[src/rtl/modem_ctl_pkg.sv]
// Shared bit positions and widths of the modem control unit.
// Assumes an 8-bit control register with a protected upper field.
package modem_ctl_pkg;
    localparam int CTL_W     = 8;
    localparam int PROT_LSB  = 5;
    localparam int STAT_W    = 4;
    localparam int SYNC_STG  = 2;
    localparam int B_DTR     = 0;
    localparam int B_RTS     = 1;
    localparam int B_AUX     = 2;
    localparam int B_OUT     = 3;
    localparam int B_LOOP    = 4;
    localparam int B_XANY    = 5;
    localparam int B_TRIG    = 6;
    localparam int B_CDIV    = 7;

    // Upper modem status nibble, MSB first: CD, RI, DSR, CTS.
    typedef struct packed {
        logic cd;
        logic ri;
        logic dsr;
        logic cts;
    } mstat_t;
endpackage

[src/rtl/modem_ctl_reg.sv]
// Control register with a write-protected upper field.
// Assumes wr_data and unlock are valid together with wr_en.
module modem_ctl_reg #(
    parameter int W    = 8,
    parameter int PLSB = 5
) (
    input  logic         clk,
    input  logic         rst_n,
    input  logic         wr_en,
    input  logic [W-1:0] wr_data,
    input  logic         unlock,
    output logic [W-1:0] q
);
    localparam int PW = W - PLSB;

    logic [PW-1:0]   prot_q;
    logic [PLSB-1:0] free_q;

    // Store the protected field only while unlocked.
    always_ff @(posedge clk) begin
        if (!rst_n)
            prot_q <= '0;
        else if (wr_en && unlock)
            prot_q <= wr_data[W-1:PLSB];
    end

    // Store the free field on every write.
    always_ff @(posedge clk) begin
        if (!rst_n)
            free_q <= '0;
        else if (wr_en)
            free_q <= wr_data[PLSB-1:0];
    end

    assign q = {prot_q, free_q};
endmodule

[src/rtl/modem_sync.sv]
// Multi-stage synchronizer for the active-low modem inputs.
// Assumes asynchronous inputs; reset loads the inactive pin level.
module modem_sync #(
    parameter int          W      = 4,
    parameter int          STAGES = 2,
    parameter logic [W-1:0] RST_V = '1
) (
    input  logic         clk,
    input  logic         rst_n,
    input  logic [W-1:0] d,
    output logic [W-1:0] q
);
    logic [W-1:0] stg [STAGES];

    genvar s;
    generate
        for (s = 0; s < STAGES; s++) begin : g_stage
            if (s == 0) begin : g_first
                // Capture the raw pins.
                always_ff @(posedge clk) begin
                    if (!rst_n) stg[0] <= RST_V;
                    else        stg[0] <= d;
                end
            end else begin : g_next
                // Shift one stage further.
                always_ff @(posedge clk) begin
                    if (!rst_n) stg[s] <= RST_V;
                    else        stg[s] <= stg[s-1];
                end
            end
        end
    endgenerate

    assign q = stg[STAGES-1];
endmodule

[src/rtl/modem_loop_mux.sv]
// Pin and status steering between normal and loop-back operation.
// Assumes ctl holds the five lower control bits; purely combinational.
module modem_loop_mux
    import modem_ctl_pkg::*;
(
    input  logic [PROT_LSB-1:0] ctl,
    input  mstat_t              pins_sync_n,
    input  logic                auto_rts_en,
    input  logic                flow_rts_req,
    input  logic                core_tx,
    input  logic                rx_pin,
    output logic                tx_pin,
    output logic                core_rx,
    output logic                rts_n,
    output logic                dtr_n,
    output logic                op_n,
    output mstat_t              stat
);
    logic loop;
    logic rts_want;

    assign loop = ctl[B_LOOP];

    // Pick the RTS source: flow-control engine or register bit.
    always_comb begin
        if (auto_rts_en) rts_want = flow_rts_req;
        else             rts_want = ctl[B_RTS];
    end

    // Drive external pins, parked inactive in loop-back.
    always_comb begin
        if (loop) begin
            tx_pin = 1'b1;
            rts_n  = 1'b1;
            dtr_n  = 1'b1;
            op_n   = 1'b1;
        end else begin
            tx_pin = core_tx;
            rts_n  = ~rts_want;
            dtr_n  = ~ctl[B_DTR];
            op_n   = ~ctl[B_OUT];
        end
    end

    // Route the serial return path to the core.
    always_comb begin
        core_rx = loop ? core_tx : rx_pin;
    end

    // Select the status nibble source.
    always_comb begin
        if (loop) begin
            stat.cd  = ctl[B_OUT];
            stat.ri  = ctl[B_AUX];
            stat.dsr = ctl[B_DTR];
            stat.cts = ctl[B_RTS];
        end else begin
            stat.cd  = ~pins_sync_n.cd;
            stat.ri  = ~pins_sync_n.ri;
            stat.dsr = ~pins_sync_n.dsr;
            stat.cts = ~pins_sync_n.cts;
        end
    end
endmodule

[src/rtl/modem_ctl_top.sv]
// Modem control unit for one UART channel: register, synchronizers and loop-back steering.
// Assumes all bus inputs are synchronous to clk; modem pins may be asynchronous.
module modem_ctl_top
    import modem_ctl_pkg::*;
(
    input  logic              clk,
    input  logic              rst_n,
    input  logic              wr_en,
    input  logic [CTL_W-1:0]  wr_data,
    input  logic              unlock,
    output logic [CTL_W-1:0]  rd_data,
    input  logic              auto_rts_en,
    input  logic              flow_rts_req,
    input  logic              cd_n,
    input  logic              ri_n,
    input  logic              dsr_n,
    input  logic              cts_n,
    input  logic              core_tx,
    input  logic              rx_pin,
    output logic              tx_pin,
    output logic              core_rx,
    output logic              rts_n,
    output logic              dtr_n,
    output logic              op_n,
    output logic              irq_oe,
    output logic              clk_div4_sel,
    output logic              trig_access_en,
    output logic              xon_any_en,
    output logic              loop_active,
    output logic [STAT_W-1:0] msr_hi
);
    logic [CTL_W-1:0] ctl_q;
    mstat_t           pins_raw;
    mstat_t           pins_sync;
    mstat_t           stat;

    assign pins_raw = '{cd: cd_n, ri: ri_n, dsr: dsr_n, cts: cts_n};

    modem_ctl_reg #(.W(CTL_W), .PLSB(PROT_LSB)) i_reg (
        .clk     (clk),
        .rst_n   (rst_n),
        .wr_en   (wr_en),
        .wr_data (wr_data),
        .unlock  (unlock),
        .q       (ctl_q)
    );

    modem_sync #(.W(STAT_W), .STAGES(SYNC_STG), .RST_V('1)) i_sync (
        .clk   (clk),
        .rst_n (rst_n),
        .d     (pins_raw),
        .q     (pins_sync)
    );

    modem_loop_mux i_mux (
        .ctl          (ctl_q[PROT_LSB-1:0]),
        .pins_sync_n  (pins_sync),
        .auto_rts_en  (auto_rts_en),
        .flow_rts_req (flow_rts_req),
        .core_tx      (core_tx),
        .rx_pin       (rx_pin),
        .tx_pin       (tx_pin),
        .core_rx      (core_rx),
        .rts_n        (rts_n),
        .dtr_n        (dtr_n),
        .op_n         (op_n),
        .stat         (stat)
    );

    assign rd_data        = ctl_q;
    assign msr_hi         = stat;
    assign irq_oe         = ctl_q[B_OUT];
    assign clk_div4_sel   = ctl_q[B_CDIV];
    assign trig_access_en = ctl_q[B_TRIG];
    assign xon_any_en     = ctl_q[B_XANY];
    assign loop_active    = ctl_q[B_LOOP];
endmodule

[config.mk]
export PLATFORM = sky130hd
export DESIGN_NAME = modem_ctl_top
export DESIGN_NICKNAME = d
export VERILOG_FILES = /design/src/rtl/modem_ctl_pkg.sv /design/src/rtl/modem_ctl_reg.sv /design/src/rtl/modem_sync.sv /design/src/rtl/modem_loop_mux.sv /design/src/rtl/modem_ctl_top.sv
export SDC_FILE = /design/constraint.sdc
export NUM_CORES = 1
export LEC_CHECK = 0
export ABC_AREA = 1
export ABC_CLOCK_PERIOD_IN_PS = 1370
export BUFFER_PORTS_ARGS = -buffer_cell sky130_fd_sc_hd__buf_2
export CELL_PAD_IN_SITES_DETAIL_PLACEMENT = 2
export CELL_PAD_IN_SITES_GLOBAL_PLACEMENT = 2
export CORE_MARGIN = 3
export CORE_UTILIZATION = 21
export DETAILED_ROUTE_END_ITERATION = 10
export PLACE_DENSITY = 0.91
export SLEW_MARGIN = 20
export SYNTH_ARGS = -nofsm -noshare
export SYNTH_HDL_FRONTEND = slang
export SYNTH_SLANG_ARGS = --single-unit
[constraint.sdc]
create_clock -name clk -period 1.37 [get_ports clk]
set_clock_uncertainty 0.15 [all_clocks]
set_input_delay 0.0685 -clock clk [delete_from_list [all_inputs] [get_ports clk]]
set_output_delay 0.0685 -clock clk [all_outputs]
set_load 0.01 [all_outputs]
# Word level (Yosys, flattened, before mapping)
# Memory sizes are Yosys's and may differ from the RTL's.
# Cells that the tools add are included.
[totals]
register_bits = 8
ram_bits = 8
inputBits = 20
output_inout_bits = 22
elab_cells = 24
memories = 1
[mem_list]
columns = ["name", "words", "width", "read_ports", "rd_ports_with_merged_regs", "wr", "line", "text"]
rows = [
  ["i_sync.stg", 2, 4, 2, 0, 2, "modem_sync.sv:13", "logic [W-1:0] stg [STAGES];"],
]
[op_classes]
mux = 11
bitwise_logic = 9
reduce_logical = 1
[ops]
columns = ["operator", "count"]
rows = [
  ["two-way mux 4 bit", 3],
  ["two-way mux 1 bit", 8],
  ["inverter 1 bit", 7],
  ["OR 1 bit", 2],
  ["logical AND 1 bit", 1],
]

# Logic depth before layout (Yosys ltp)
[depth]
depth_word = 3
depth_mapped = 4
mapped_depth_nobuf = 4

# By module
# Synthesis repeated with hierarchy kept, for this count alone.
[unflattened]
hier_cells = 92
area_unflattened_um2 = 655.6
[modules_own_cells]
columns = ["module", "instances", "cells_per_inst", "area_each_um2", "seq_area_each_um2"]
rows = [
  ["modem_ctl_reg", 1, 40, 289.0, 160.2],
  ["modem_sync", 1, 25, 225.2, 160.2],
  ["modem_loop_mux", 1, 22, 103.8, 0.0],
  ["modem_ctl_top", 1, 5, 37.5, 0.0],
]

# Least setup slack after synthesis
# Ideal clock, no wire load.
[synth_path]
kind = "flip-flop to output port"
startpoint = "register i_reg.free_q[4]"
endpoint = "output core_rx"
arrival_time_ps = 919
required_time_ps = 1151
path_slack_ps = 232
path_stages_with_launch = 4
path_buffers = 1
cell_sequence = "dfxtp_1 -> buf_4 -> inv_1 -> o21ai_0"
[synth_between]
elab_chain_len = 1
[synth_rtl]
columns = ["item", "line", "text"]
rows = [
  ["start, declared", "modem_ctl_reg.sv:17", "logic [PLSB-1:0] free_q;"],
  ["start signal, assigned", "modem_ctl_reg.sv:32", "free_q <= wr_data[PLSB-1:0];"],
  ["two-way mux 1 bit", "modem_loop_mux.sv:47", "core_rx = loop ? core_tx : rx_pin;"],
  ["end, declared", "modem_ctl_top.sv:21", "output logic core_rx,"],
]
# Every way passes these cells.

==> out/qor.csv <==
metric,value,unit
outcome,finished clean,
die_y,61.2,microns
clockBufferDepth,2,
syn-mean-instance-area,7.18,sq um
fin_crit,1.34,ns
vdd_drop_max,0.252,mV
antenna_left,0,
clk_latency,0.28,ns
drt_first_iter_violations,25,
gp_congestion,0.777,
finalHoldViolations,0,
layout_commonest_cell,buf_2,
die-area,3740,sq um
viasPerCell,4.19,
finalSetupViolCount,0,
use_met1,13.3,%
clock-sinks,16,
die_x,61.2,microns
final_net_count,168,
via_count,746,
start_kind,input port,
drc,0,
place_area,831,sq um
num_antenna_cells,0,
row_count,19,
fmax,0.749,GHz
grt_busiest_layer,met2,
cp_max_fo,1,
ctsRootBufferMaster,clkbuf_4,
wirelength,2.25,mm
setup_slack,0.0344,ns
cts_max_level,1,
critPathKind,input port to register,
worst_ep_required_time,1.39,ns
postSynthCellCount,89,
hp-class,input port to register,
synth_area,639,sq um
antenna_found_initial,0,
cp_data_arrival_time,1.36,ns
synth_nets,109,
first_pass_iters,3,
grtUsageTotal,13.1,%
ys_seq_elements,16,
cts_tree,built,
use_met3,3.77,%
grt_max_degree,12,
powerDensity,965,nW/um^2
ios,42,
tightestPinTransition,0.297,ns
synth_warnings,0,
ys_seq_area_share,50.1,%
port_buffers,41,
areaGrowthSynthToFinish,67.5,%
initial_utilization,22.6,%
numCtsBuffers,3,
final_cell_mix,"buf_2, nand2_1, dlygate4sd3_1",
met2_usage,25.5,%
synth_cell_types,8,
p_leak,0.591,nW
drive_gt1_share,33.3,%
rsz0062_at_grt,yes,
grt_pass1_wl,3.59,mm
grt_overflow,0,
worstSetupEndpointType,register,
max_slew_margin,80.1,%
post_drt_wl_per_cell,12.6,microns
pre_cts_ws,0.113,ns
finalInstanceArea,1070,sq um
finalMaxSlewViolations,0,
hpwl,1.54,mm
min_period_over_period,97.5,%
first_global_vias,851,
core,2830,sq um
cts.clk_slew.worst_paths,0.10,ns
cap_violations,0,
==> worst max-delay path, cell delays in order <==
cell           delay (ns)
dlygate4sd3_1        0.53
buf_2                0.12
inv_1                0.05
nand2_1              0.05
dlygate4sd3_1        0.54
==> logic make-up after synthesis <==
| family | synth area share (%) |
|---|---|
| compound gates | 9.00 |
| flops | 50.1 |
| buf+inv | 17.0 |
| simple gates | 23.9 |
==> what timing repair did <==
item / CTS / global route
hold endpoints to repair: 16 / 1
endpoints found under the setup margin: 9 / 5
hold buffers: 21 / 1
resized for setup: 3 / 2
buffers inserted: 1 / 0
pin swaps: 0 / 0
==> state kept, by name, indices dropped and copies added (netlist names) <==
| register | flops |
|---|---|
| i_sync.stg | 8 |
| i_reg.free_q | 5 |
| i_reg.prot_q | 3 |
==> cell type report <==
class                      count  area, sq um
fill                         347         1760
timing repair buffer          61          403
sequential                    16          324
multi-input combinational     51          210
inverter                      15         58.8
tap                           31         38.8
clock buffer                   4         36.3
==> Yosys cell counts <==
master    count  area, sq um
buf_4         7         52.6
dfxtp_1      16          320
inv_1        15         56.3
nand2_1      23         86.3
nand2_2       1         6.26
nor2_1       16         60.1
o211ai_1      1         7.51
o21ai_0      10         50.1
==> report_power, final <==
part           switching, mW  internal [mW]
logic                  0.104          0.108
clock network          0.146          0.162
registers             0.0217          0.492
==> path summary, 6_finish.rpt <==
path | from | slack [ns] | endpoint | cells past startpoint
setup / recovery | cts_n | 0.03 | i_sync.stg[0][0] | 5
hold / removal | unlock | 0.01 | i_reg.prot_q[0] | 4
setup reg to reg | i_reg.free_q[3] | 0.46 | i_reg.free_q[3] | 2
hold reg to reg | i_sync.stg[0][0] | 0.27 | i_sync.stg[1][0] | 2
==> per-layer routing <==
layer  up-vias  share of wire (%)
li1        373                  -
met1       339                 42
met2        32                 49
met3         2                8.5
met4         0               0.58
met5         -                  0
==> metrics by stage <==
step / hold WS [ns] / TNS [ns] / power (mW) / utilization, % / std cells
6_report: 0.0113 / 0 / 1.03 / 37.9 / 178
5_1_grt: 0.0200 / -0.000407 / 1.11 / 37.9 / 178
4_1_cts: 0.0102 / 0 / 1.04 / 38.5 / 180
3_5_place_dp: 0.103 / 0 / 0.688 / 29.4 / 154
3_3_place_gp: 0.0967 / 0 / 0.677 / 29.4 / 154
2_1_floorplan: 0.00332 / 0 / 0.611 / - / 89
Power figures use the tool's default switching activity.
